<file path="config.mk">
export PLATFORM = sky130hd
export DESIGN_NAME = tmr_irq_flags
export DESIGN_NICKNAME = d
export VERILOG_FILES = /design/src/rtl/tmr_irq_pkg.sv /design/src/rtl/tmr_count_core.sv /design/src/rtl/tmr_match_unit.sv /design/src/rtl/tmr_flag_bank.sv /design/src/rtl/tmr_irq_flags.sv
export SDC_FILE = /design/constraint.sdc
export NUM_CORES = 1
export LEC_CHECK = 0
export BUFFER_PORTS_ARGS = -buffer_cell sky130_fd_sc_hd__buf_2
export CAP_MARGIN = 20
export CORE_MARGIN = 4
export CORE_UTILIZATION = 55
export DETAILED_ROUTE_END_ITERATION = 8
export PLACE_DENSITY = 0.95
export SYNTH_ARGS = -nofsm -noshare
export SYNTH_HDL_FRONTEND = slang
export SYNTH_SLANG_ARGS = --single-unit
</file>
<file path="constraint.sdc">
create_clock -name clk -period 5.8 [get_ports clk]
set_clock_uncertainty 0.05 [all_clocks]
set_input_delay 1.16 -clock clk [delete_from_list [all_inputs] [get_ports clk]]
set_output_delay 1.16 -clock clk [all_outputs]
set_load 0.005 [all_outputs]
</file>
<file path="src/rtl/tmr_irq_pkg.sv">
package tmr_irq_pkg;
  typedef enum logic [1:0] {
    TM_SPLIT      = 2'b00,
    TM_WIDE       = 2'b01,
    TM_CAP_NARROW = 2'b10,
    TM_CAP_WIDE   = 2'b11
  } tmr_mode_e;

  localparam int unsigned NSRC    = 3;
  localparam int unsigned FB_OVF  = 0;
  localparam int unsigned FB_CMPA = 1;
  localparam int unsigned FB_CMPB = 2;
endpackage

</file>
<file path="src/rtl/tmr_count_core.sv">
module tmr_count_core #(
  parameter int unsigned HALF_W = 8
) (
  input  logic                  clk,
  input  logic                  rst_n,
  input  logic                  clr,
  input  logic                  step,
  input  logic                  wide,
  output logic [2*HALF_W-1:0]   cnt_q,
  output logic [2*HALF_W-1:0]   nxt_o,
  output logic                  wrap_o
);
  localparam int unsigned CW = 2 * HALF_W;

  logic [CW-1:0] lim;
  logic [CW-1:0] cur;
  logic          at_lim;
  logic [CW-1:0] cnt_d;

  always_comb begin
    lim    = wide ? {CW{1'b1}} : {{HALF_W{1'b0}}, {HALF_W{1'b1}}};
    cur    = cnt_q & lim;
    at_lim = (cur == lim);
    nxt_o  = at_lim ? '0 : cur + 1'b1;
    wrap_o = step & ~clr & at_lim;
    if (clr)       cnt_d = '0;
    else if (step) cnt_d = nxt_o;
    else           cnt_d = cnt_q;
  end

  always_ff @(posedge clk or negedge rst_n) begin
    if (!rst_n) cnt_q <= '0;
    else        cnt_q <= cnt_d;
  end


  narrow_upper_zero_chk: assert property (@(posedge clk) disable iff (!rst_n)
    (step && !clr && !wide) |=> (cnt_q[CW-1:HALF_W] == '0));


  full_wrap_chk: assert property (@(posedge clk) disable iff (!rst_n)
    (step && !clr && cnt_q == {CW{1'b1}}) |=> (cnt_q == '0));


  idle_hold_chk: assert property (@(posedge clk) disable iff (!rst_n)
    (!step && !clr) |=> $stable(cnt_q));


  restart_count_chk: assert property (@(posedge clk) disable iff (!rst_n)
    clr |=> (cnt_q == '0));
endmodule

</file>
<file path="src/rtl/tmr_match_unit.sv">
module tmr_match_unit #(
  parameter int unsigned HALF_W = 8
) (
  input  logic                  wide,
  input  logic                  cap,
  input  logic                  step,
  input  logic                  clr,
  input  logic [2*HALF_W-1:0]   nxt,
  input  logic [HALF_W-1:0]     cmp_lo,
  input  logic [HALF_W-1:0]     cmp_hi,
  output logic                  set_a,
  output logic                  set_b
);
  logic live;
  logic hit_a;
  logic hit_b;

  always_comb begin
    live  = step & ~clr;
    hit_a = wide ? (nxt == {cmp_hi, cmp_lo})
                 : (nxt == {{HALF_W{1'b0}}, cmp_lo});
    hit_b = (nxt == {{HALF_W{1'b0}}, cmp_hi});
    set_a = live & ~cap & hit_a;
    set_b = live & ~wide & hit_b;
  end
endmodule

</file>
<file path="src/rtl/tmr_flag_bank.sv">
module tmr_flag_bank #(
  parameter int unsigned NS = 3
) (
  input  logic          clk,
  input  logic          rst_n,
  input  logic          clr,
  input  logic [NS-1:0] set,
  input  logic          wr_en,
  input  logic [NS-1:0] wr_bits,
  input  logic [NS-1:0] ack,
  input  logic [NS-1:0] ien,
  input  logic          gie,
  output logic [NS-1:0] flag_q,
  output logic [NS-1:0] irq
);
  logic [NS-1:0] flag_d;

  for (genvar k = 0; k < NS; k++) begin : g_bit
    logic drop;

    always_comb begin
      drop = (wr_en & wr_bits[k]) | ack[k];
      if (clr) flag_d[k] = 1'b0;
      else     flag_d[k] = set[k] | (flag_q[k] & ~drop);
    end


    set_wins_chk: assert property (@(posedge clk) disable iff (!rst_n)
      (set[k] && !clr) |=> flag_q[k]);


    write_clear_chk: assert property (@(posedge clk) disable iff (!rst_n)
      (wr_en && wr_bits[k] && !set[k]) |=> !flag_q[k]);


    ack_clear_chk: assert property (@(posedge clk) disable iff (!rst_n)
      (ack[k] && !set[k]) |=> !flag_q[k]);


    zero_write_hold_chk: assert property (@(posedge clk) disable iff (!rst_n)
      (flag_q[k] && !clr && !ack[k] && !(wr_en && wr_bits[k])) |=> flag_q[k]);
  end

  always_ff @(posedge clk or negedge rst_n) begin
    if (!rst_n) flag_q <= '0;
    else        flag_q <= flag_d;
  end

  always_comb begin
    irq = flag_q & ien & {NS{gie}};
  end


  restart_flags_chk: assert property (@(posedge clk) disable iff (!rst_n)
    clr |=> (flag_q == '0));
endmodule

</file>
<file path="src/rtl/tmr_irq_flags.sv">
module tmr_irq_flags
  import tmr_irq_pkg::*;
#(
  parameter int unsigned HALF_W = 8,
  parameter int unsigned REG_W  = 8
) (
  input  logic                  clk,
  input  logic                  rst_n,
  input  logic                  clr_i,
  input  logic                  step_i,
  input  logic [1:0]            mode_i,
  input  logic [HALF_W-1:0]     cmp_lo_i,
  input  logic [HALF_W-1:0]     cmp_hi_i,
  input  logic                  wr_en_i,
  input  logic [REG_W-1:0]      wr_data_i,
  input  logic [NSRC-1:0]       ien_i,
  input  logic                  gie_i,
  input  logic [NSRC-1:0]       ack_i,
  output logic [2*HALF_W-1:0]   count_o,
  output logic [REG_W-1:0]      flags_o,
  output logic [NSRC-1:0]       irq_o
);
  localparam int unsigned CW = 2 * HALF_W;

  tmr_mode_e     mode_e;
  logic          wide;
  logic          cap;
  logic [CW-1:0] nxt;
  logic          wrap;
  logic          set_a;
  logic          set_b;
  logic [NSRC-1:0] set_vec;
  logic [NSRC-1:0] flag_q;
  logic          unused_wr;

  always_comb begin
    mode_e = tmr_mode_e'(mode_i);
    wide   = (mode_e == TM_WIDE) || (mode_e == TM_CAP_WIDE);
    cap    = (mode_e == TM_CAP_NARROW) || (mode_e == TM_CAP_WIDE);
    set_vec          = '0;
    set_vec[FB_OVF]  = wrap;
    set_vec[FB_CMPA] = set_a;
    set_vec[FB_CMPB] = set_b;
    flags_o          = '0;
    flags_o[NSRC-1:0] = flag_q;
  end

  assign unused_wr = ^wr_data_i[REG_W-1:NSRC];

  tmr_count_core #(.HALF_W(HALF_W)) u_cnt (
    .clk    (clk),
    .rst_n  (rst_n),
    .clr    (clr_i),
    .step   (step_i),
    .wide   (wide),
    .cnt_q  (count_o),
    .nxt_o  (nxt),
    .wrap_o (wrap)
  );

  tmr_match_unit #(.HALF_W(HALF_W)) u_match (
    .wide   (wide),
    .cap    (cap),
    .step   (step_i),
    .clr    (clr_i),
    .nxt    (nxt),
    .cmp_lo (cmp_lo_i),
    .cmp_hi (cmp_hi_i),
    .set_a  (set_a),
    .set_b  (set_b)
  );

  tmr_flag_bank #(.NS(NSRC)) u_flags (
    .clk     (clk),
    .rst_n   (rst_n),
    .clr     (clr_i),
    .set     (set_vec),
    .wr_en   (wr_en_i),
    .wr_bits (wr_data_i[NSRC-1:0]),
    .ack     (ack_i),
    .ien     (ien_i),
    .gie     (gie_i),
    .flag_q  (flag_q),
    .irq     (irq_o)
  );


  b_held_off_chk: assert property (@(posedge clk) disable iff (!rst_n)
    (mode_i[0] && !flags_o[FB_CMPB]) |=> !flags_o[FB_CMPB]);


  a_held_off_chk: assert property (@(posedge clk) disable iff (!rst_n)
    (mode_i[1] && !flags_o[FB_CMPA]) |=> !flags_o[FB_CMPA]);


  wrap_flag_chk: assert property (@(posedge clk) disable iff (!rst_n)
    (step_i && !clr_i && count_o == {CW{1'b1}}) |=> flags_o[FB_OVF]);
endmodule

</file>
### Yosys cells after proc, flatten, opt, wreduce, memory -nomap -nowiden

Index checks and enable logic that the tools add are counted.

| cells by class | value |
|---|---|
| equality and inequality tests | 7 |
| bitwise gates (word level) | 27 |
| reduce and logical (&&, ||, !) cells | 3 |
| muxes and demuxes | 8 |
| $add $sub $neg | 1 |

Operators by type and width:

| cell | number |
|---|---|
| 16-bit two-way mux | 4 |
| 16-bit equality test | 2 |
| 16-bit by 8-bit equality test with 1-bit output | 2 |
| 16-bit by 1-bit adder with 16-bit output (second input constant) | 1 |
| 16-bit AND | 1 |
| 1-bit AND | 12 |
| 3-bit AND | 2 |
| 1-bit inverter | 6 |
| 1-bit OR | 6 |
| 2-bit equality test (second input constant) | 2 |
| 1-bit two-way mux | 4 |
| 2-bit by 1-bit equality test with 1-bit output (second input constant) | 1 |
| 1-bit logical OR | 2 |
| 2-bit nonzero test | 1 |

| storage, ports and cells | value |
|---|---|
| output and inout port bits | 27 |
| input port bits | 38 |
| logic and storage cells | 48 |
| register bits | 19 |

### Logic depth before layout (Yosys ltp)

Gate-level depths: netlist of run 1.

| depth | value |
|---|---|
| depth in word-level cells | 11 |
| depth in mapped cells | 9 |

### Modules after synthesis

A second synthesis of run 1 with hierarchy kept.

| unflattened totals | value |
|---|---|
| cell total of the unflattened synthesis | 235 |
| area, all modules | 1,939.4 µm² |

By module, submodules not included:

| module | instances | cells an instance | area an instance (µm²) | seq. area each (µm²) |
|---|---|---|---|---|
| tmr_count_core | 1 | 156 | 1,325.0 | 400.4 |
| tmr_match_unit | 1 | 53 | 419.2 | 0.0 |
| tmr_flag_bank | 1 | 18 | 146.4 | 75.1 |
| tmr_irq_flags | 1 | 8 | 48.8 | 0.0 |

### Worst setup path after synthesis of run 1

OpenSTA, ideal clock, no wires.

| timing path | value |
|---|---|
| path type | input-to-output |
| from | input port gie_i |
| to | output port irq_o[1] |
| buffers on the path | 0 |
| required time | 4.590 ns |
| stages | 1 |
| setup slack | 3.263 ns |
| arrival | 1.327 ns |
| path through | and3_1 |

| between the ends | value |
|---|---|
| longest elaborated chain between the ends | 1 |

Ends and longest elaborated chain:

| item | line | RTL |
|---|---|---|
| start, declared | tmr_irq_flags.sv:17 | `input logic gie_i,` |
| 3-bit AND | tmr_flag_bank.sv:50 | `irq = flag_q & ien & {NS{gie}};` |
| end, declared | tmr_irq_flags.sv:21 | `output logic [NSRC-1:0] irq_o` |

Every way passes these cells.

### Worst setup path after layout of run 1

Same ends and word-level chain as after synthesis.

==> results.md, run 1 <==
- Status: complete, no violations
- Met3 usage: 3.120%
- Clock Sinks: 19
- Initial core utilization: 58.10%
- Drt wl/cell: 16.14 µm
- Endpoints failing hold: 0
- Worst-Margin Slew: 0.4735 ns
- CP peak stage delay: 0.16 ns
- Post-CTS resize count: 0
- Non-Filler Instances: 346
- Largest net degree at the start of global routing: 21
- Setup tns final: 0 ns
- Crit path kind: in2out
- Ratio of cells with drive above 1 in the final layout: 23.00%
- Via count: 2,229
- Critical path required time: 4.59 ns
- Gr ovfl total: 0
- Cell mode on critical path: buf_2
- Slew Viols, Final: 0
- Max-cap violations: 0
- #FFs+latches synth: 19
- CP startpoint: gie_i
- Mapped cell area: 0.001969 mm²
- Hold Path Class: reg2reg
- PortBufs: 54
- CP bufs+invs: 2
- Worst slew margin: 67.61%
- DP Cell Count: 342
- Ys flop type: dfrtp_1
- Die Ht: 67.84 µm
- # Post-CTS Setup Buffers: 0
- Initial DRC Count: 307
- Hold_sp: u_flags.flag_q[1]
- F_max: 0.3626 GHz
- CP endpoint kind: output pin
- RSZ-0062 raised after global routing: false
- HPWL after DPL: 4175 µm
- Final min period: 2.758 ns
- CTS tree: done
- Final count of negative-setup-slack endpoints: 0
- Core ar.: 0.003390 mm²
- Fin nets: 340
- Crit-path max FO: 3
- Number of global-route vias before repair: 1,900
- Die area: 0.004602 mm²
- I/O Pins: 65
- Worst EP arrival: 1.55 ns
- M1 GR Usage: 34.28%
- P per Cell Area: 121.3 mW/mm²
- Count of unique library cells instantiated by Yosys: 57
- DRC: 0
- M2 GR Usage: 39.49%
- CP max stage cell: and3_1
- Layer with the highest usage: met2
- Clk root buf: clkbuf_4
- Cells after synthesis: 263
- Post-synth ARST share: 100.0%
- N_diodes: 0
- Worst vdd ir: 69.55 µV
- Critical R2R Launch: u_cnt.cnt_q[0]
- Synth-to-Final Area Change: 11.37%
- Leakage Power: 0.0009465 µW
- Crit-path cells: buf_2, and3_1, buf_2
- Overall power: 266.1 µW
- First-pass GRT wire length: 8797 µm
- TritonCTS Buffers: 3
- Drt first pass iters: 5
- DRT Wirelength: 5583 µm
- Yosys Warn Count: 0
- Global Route Usage Sum: 25.09%
- Worst-path clk slew: 0.11 ns
- CP delay by family, top: buffers and inverters
- Final period utilization: 47.55%
- Number of synthesized flops with an enable pin: 0
- Row count: 21
- Register area share after synthesis: 24.14%
- Clk_lat worst skew: 0.31 ns
- H-tree levels: 1
- Startpoint types: input port
- Placer congestion estimate: 0.9659
- Hold buffers post-CTS: 0
- Syn avg cell area: 7.488 µm²
- Die width: 67.84 µm
- DRT antenna net count: 0
- Initial antenna violation count: 0
- Clock Path Buffers: 2
- Via density per instance: 6.442
-- synthesized netlist by cell type (2+ instances only) --
library cell  count  area [µm²]
a21oi_1          18       90.09
a31oi_1           2       12.51
and2_1            2       12.51
and3_1            5       31.28
and4_1            2       17.52
buf_1             3       11.26
buf_2             5       25.02
buf_4            10       75.07
clkbuf_1          6       22.52
dfrtp_1          19       475.5
inv_1             5       18.77
mux2_2            2       22.52
mux2i_1           2       20.02
nand2_1          22       82.58
nand3_1          12       60.06
nand3b_1          3       22.52
nand4_1           7       43.79
nand4b_1          4       35.03
nor2_1           31       116.4
nor2b_1           2       12.51
nor3_1           14       70.07
nor4_1            7       43.79
o21ai_0          14       70.07
o21bai_1          2       15.01
o311ai_0          3       26.28
o31ai_1           3       22.52
o32ai_1           3       26.28
or3_1             5       31.28
or4_1             2       15.01
xnor2_1          13       113.9
xor2_1            9       78.83
-- tightest hold or removal path, cell delays in order (launching register included) --
cell	delay (ns)
dfrtp_1	0.37
nand3_1	0.07
o21ai_1	0.07
-- report_power, final --
part	switching (µW)	total, µW	internal [µW]
clock network	44.5	71.3	26.8
registers	2.51	136	133
logic	35.1	58.9	23.7
-- path summary, 6_finish.rpt --
check / end / slack [ns] / depth (start not counted)
max: irq_o[1] / 3.04 / 3
max reg2reg: u_flags.flag_q[2] / 3.14 / 8
max in group asynchronous: u_cnt.cnt_q[12] / 4.63 / 1
min: u_flags.flag_q[1] / 0.49 / 2
min in group asynchronous: u_cnt.cnt_q[7] / 0.74 / 1
min reg2reg: u_flags.flag_q[1] / 0.49 / 2
-- metrics by stage --
| stage | setup slack [ns] | area, µm² | hold WS (ns) | util (%) |
|---|---|---|---|---|
| 2_1_floorplan | 3.263 | 1984 | 0.4556 | - |
| 3_3_place_gp | 3.034 | 2167 | 0.4509 | 63.93 |
| 3_5_place_dp | 3.013 | 2167 | 0.4752 | 63.93 |
| 4_1_cts | 3.040 | 2193 | 0.5010 | 64.71 |
| 5_1_grt | 2.981 | 2193 | 0.5311 | 64.71 |
| 6_report | 3.042 | 2193 | 0.4943 | 64.71 |
-- placed cells by master (no fill, tap or decap), types with 2 or more instances in the layout --
cell and n:
nand4_1 7, dfrtp_1 19, clkbuf_4 3, nor4_1 7
nand4b_1 4, inv_1 5, and2_1 2, a21oi_1 18
nor2_1 31, mux2i_1 2, o21ai_0 14, nand3b_1 3
or4_1 2, nand2_1 22, xnor2_1 13, nor3_1 14
conb_1 5, or3_1 5, o31ai_1 3, o32ai_1 3
o311ai_0 3, a31oi_1 2, mux2_2 2, o21bai_1 2
and3_1 5, nand3_1 12, nor2b_1 2, and4_1 2
xor2_1 9, buf_2 54
-- cells by family after synthesis --
kind of cell | count (synthesis) | share of synthesized area, %
AOI/OAI and AO/OA | 59 | 19.70
adders and majority gates | 1 | 0.6352
DFF | 19 | 24.14
and+or+nand+nor | 127 | 35.07
other | 1 | 0.1904
buffers and inverters | 30 | 8.322
muxes | 4 | 2.160
xor gates and xnor gates | 22 | 9.784
-- sequential cells by signal (all words and copies together) (netlist names) --
name and count:
u_flags.flag_q 3, u_cnt.cnt_q 16
-- area by class of cell --
type	count	area, µm²
sequential	19	475.5
fill	296	1196
timing repair buffer	54	270.3
tap	46	57.56
inverter	5	18.77
multi-input combinational	218	1345
clock buffer	4	26.28
-- metal layers --
metal,wire [µm],vias up
met5,0,-
met3,538,21
met4,187,0
met1,2260,1033
li1,-,1030
met2,2596,145
(Power assumes the default switching activity.)
==> run 2, diff against run 1 <==
--- a/config.mk
+++ b/config.mk
@@ -8,9 +8,9 @@
 export BUFFER_PORTS_ARGS = -buffer_cell sky130_fd_sc_hd__buf_2
 export CAP_MARGIN = 20
 export CORE_MARGIN = 4
-export CORE_UTILIZATION = 55
+export CORE_UTILIZATION = 51
 export DETAILED_ROUTE_END_ITERATION = 8
-export PLACE_DENSITY = 0.95
+export PLACE_DENSITY = 0.9
 export SYNTH_ARGS = -nofsm -noshare
 export SYNTH_HDL_FRONTEND = slang
 export SYNTH_SLANG_ARGS = --single-unit
==> constraint.sdc (replaced) <==
create_clock -name clk -period 2.6 [get_ports clk]
set_clock_uncertainty 0.05 [all_clocks]
set_input_delay 0.52 -clock clk [delete_from_list [all_inputs] [get_ports clk]]
set_output_delay 0.52 -clock clk [all_outputs]
set_load 0.005 [all_outputs]
==> results.md, run 2 (same netlist as run 1, synthesis figures left out) <==
- Final min period: 2.355 ns
- Critical path required time: 2.73 ns (-1.86 ns)
- Drt first pass iters: 5 (unchanged)
- Ratio of cells with drive above 1 in the final layout: 24.51% (+1.5 points)
- Hold Path Class: in2async
- PortBufs: 54 (unchanged)
- Fin nets: 346 (+1.8%)
- Initial core utilization: 53.39% (-4.7 points)
- Leakage Power: 0.0009848 µW (+4.0%)
- Worst-Margin Slew: 0.5285 ns (+0.05495 ns)
- Initial antenna violation count: 0 (unchanged)
- Highest-count cells in the layout ignoring fill and taps: buf_2 (54), nor2_1 (31), nand2_1 (22), dfrtp_1 (19), a21oi_1 (18)
- Sw frac: 28.96% (-1.9 points)
- CP max stage cell: dfrtp_1
- F_max: 0.4246 GHz
- CP delay by family, top: simple AND/OR/NAND/NOR gates
- Clock Sinks: 19 (unchanged)
- N_diodes: 0 (unchanged)
- Storage cell area: 475.5 µm² (unchanged)
- CTS tree: done
- Crit path kind: reg2reg
- Endpoints failing hold: 0 (unchanged)
- Commonest non-fill, non-tap cell in the layout: buf_2
- Worst vdd ir: 243.7 µV (+250%)
- Multi-input logic area: 0.001346 mm² (about the same)
- DRT Wirelength: 5817 µm (+4.2%)
- Crit-path cells: and4_1, nand2_1, xor2_1, mux2_2, o32ai_1, o2111ai_1, o21ai_0
- P per Cell Area: 287.8 mW/mm² (+140%)
- Critical Path Stages: 7 (+4)
- HPWL after DPL: 4428 µm (+6.0%)
- H-tree levels: 1 (unchanged)
- Final Util: 61.30% (-3.4 points)
- CP bufs+invs: 0 (-2)
- Setup ws final: 0.2448 ns (-2.797 ns)
- Slew Viols, Final: 0 (unchanged)
- DRT antenna net count: 0 (unchanged)
- Via count: 2,167 (-2.8%)
- DRC: 0 (unchanged)
- Clk root buf: clkbuf_8
- Die Ht: 70.14 µm (+3.4%)
- Die width: 70.14 µm (+3.4%)
- DP Worst Slack: 0.1660 ns (-2.847 ns)
- Clock Path Buffers: 2 (unchanged)
- Fill count: 347 (+17%)
- Largest Register: u_cnt.cnt_q
- Via density per instance: 6.121 (-5.0%)
- Row count: 22 (+4.8%)
- Clock power frac: 32.5% (+5.7 points)
- Sequential share of power: 46.3% (-4.8 points)
- Status: complete, no violations
- Top Registers: u_cnt.cnt_q: 16 flops, u_flags.flag_q: 3 flops
- Setup tns final: 0 ns (unchanged)
- Die area: 0.004920 mm² (+6.9%)
- Gr ovfl total: 0 (unchanged)
- Number of global-route vias before repair: 1,964 (+3.4%)
- I/O Pins: 65 (unchanged)
- R2R depth: 7 (-1)
- NetSw: 188.4 µW (+130%)
- Startpoint types: register
- Clk_lat worst skew: 0.26 ns (-0.05 ns)
- RSZ-0062 raised after global routing: false
- Internal: 462.2 µW (+150%)
- Synth-to-Final Area Change: 14.80%
- Crit-path max FO: 8 (+5)
- Final period utilization: 90.59%
- TritonCTS Buffers: 3 (unchanged)
- Global Route Usage Sum: 23.92% (-1.2 points)
- Combinational share of power: 21.2% (-0.9 points)
- # Post-CTS Setup Buffers: 0 (unchanged)
- CP endpoint kind: register
- Worst EP arrival: 2.49 ns (+0.94 ns)
- Fin area: 0.002261 mm² (+3.1%)
- Core ar.: 0.003689 mm² (+8.8%)
- Placer congestion estimate: 0.9642 (-0.18%)
- Drt wl/cell: 16.43 µm (+1.8%)
- Placed cell areas: 0.002215 mm² (+2.2%)
- Worst slew margin: 64.32% (-3.3 points)
- Initial DRC Count: 215 (-30%)
- Final count of negative-setup-slack endpoints: 0 (unchanged)
- Worst-path clk slew: 0.08 ns (-0.03 ns)
- CP peak stage delay: 0.49 ns (+0.33 ns)
- Largest register FFs: 16 (unchanged)
- Largest net degree at the start of global routing: 21 (unchanged)
- Max-cap violations: 0 (unchanged)
- First-pass GRT wire length: 9584 µm (+8.9%)
[run 2: worst register-to-register path: cells and delay by family (launching register included)]
| kind | cells | cell delay, ns |
|---|---|---|
| and+or+nand+nor | 2 | 0.52 |
| DFF | 1 | 0.49 |
| AOI/OAI and AO/OA | 3 | 0.51 |
| xor gates and xnor gates | 1 | 0.32 |
| muxes | 1 | 0.38 |
[run 2: final timing paths]
check,slack [ns],startpoint,endpoint
setup / recovery,0.24,u_cnt.cnt_q[2],u_flags.flag_q[2]
hold / removal,0.15,rst_n,u_cnt.cnt_q[7]
setup reg to reg,0.24,u_cnt.cnt_q[2],u_flags.flag_q[2]
hold reg to reg,0.48,u_flags.flag_q[2],u_flags.flag_q[2]
max in group asynchronous,2.03,rst_n,u_cnt.cnt_q[10]
min in group clk,0.47,ack_i[1],u_flags.flag_q[1]
[run 2: metal layers]
layer	vias up	global-route usage [%]	wire length [µm]
met5	-	0	0
met4	0	8.723	142
met3	16	4.029	500
met2	104	37.36	2694
met1	1003	33.04	2480
li1	1044	-	-
[run 2: metrics by stage]
| stage | std cells | total power [µW] | hold slack (ns) |
|---|---|---|---|
| after floorplan | 267 | 387.6 | 0.1744 |
| after global placement | 350 | 438.8 | 0.4404 |
| after detailed placement | 350 | 441.8 | 0.4498 |
| after CTS | 354 | 653.5 | 0.1685 |
| after global routing | 354 | 680.2 | 0.1846 |
| final | 354 | 650.6 | 0.1512 |
[run 2: area by class of cell]
type | count | share of cell area [%]
Clock buffer | 4 | 1.992
Inverter | 5 | 0.8301
Multi-Input combinational cell | 218 | 59.55
Sequential cell | 19 | 21.03
Tap cell | 48 | 2.656
Timing Repair Buffer | 60 | 13.95
[run 2: timing repair]
action | 4_1_cts | 5_1_grt
hold buffers | 0 | 0
setup endpoints to repair | 0 | 1
gates resized for setup | 0 | 1
[run 2: power by group through the flow]
| stage | logic (µW) | registers [µW] | clock network, µW |
|---|---|---|---|
| 6_report | 138 | 301 | 212 |
| 5_1_grt | 151 | 302 | 228 |
| 3_3_place_gp | 132 | 307 | 0 |
| 3_5_place_dp | 135 | 307 | 0 |
| 4_1_cts | 136 | 301 | 217 |
| 2_1_floorplan | 81.7 | 306 | 0 |
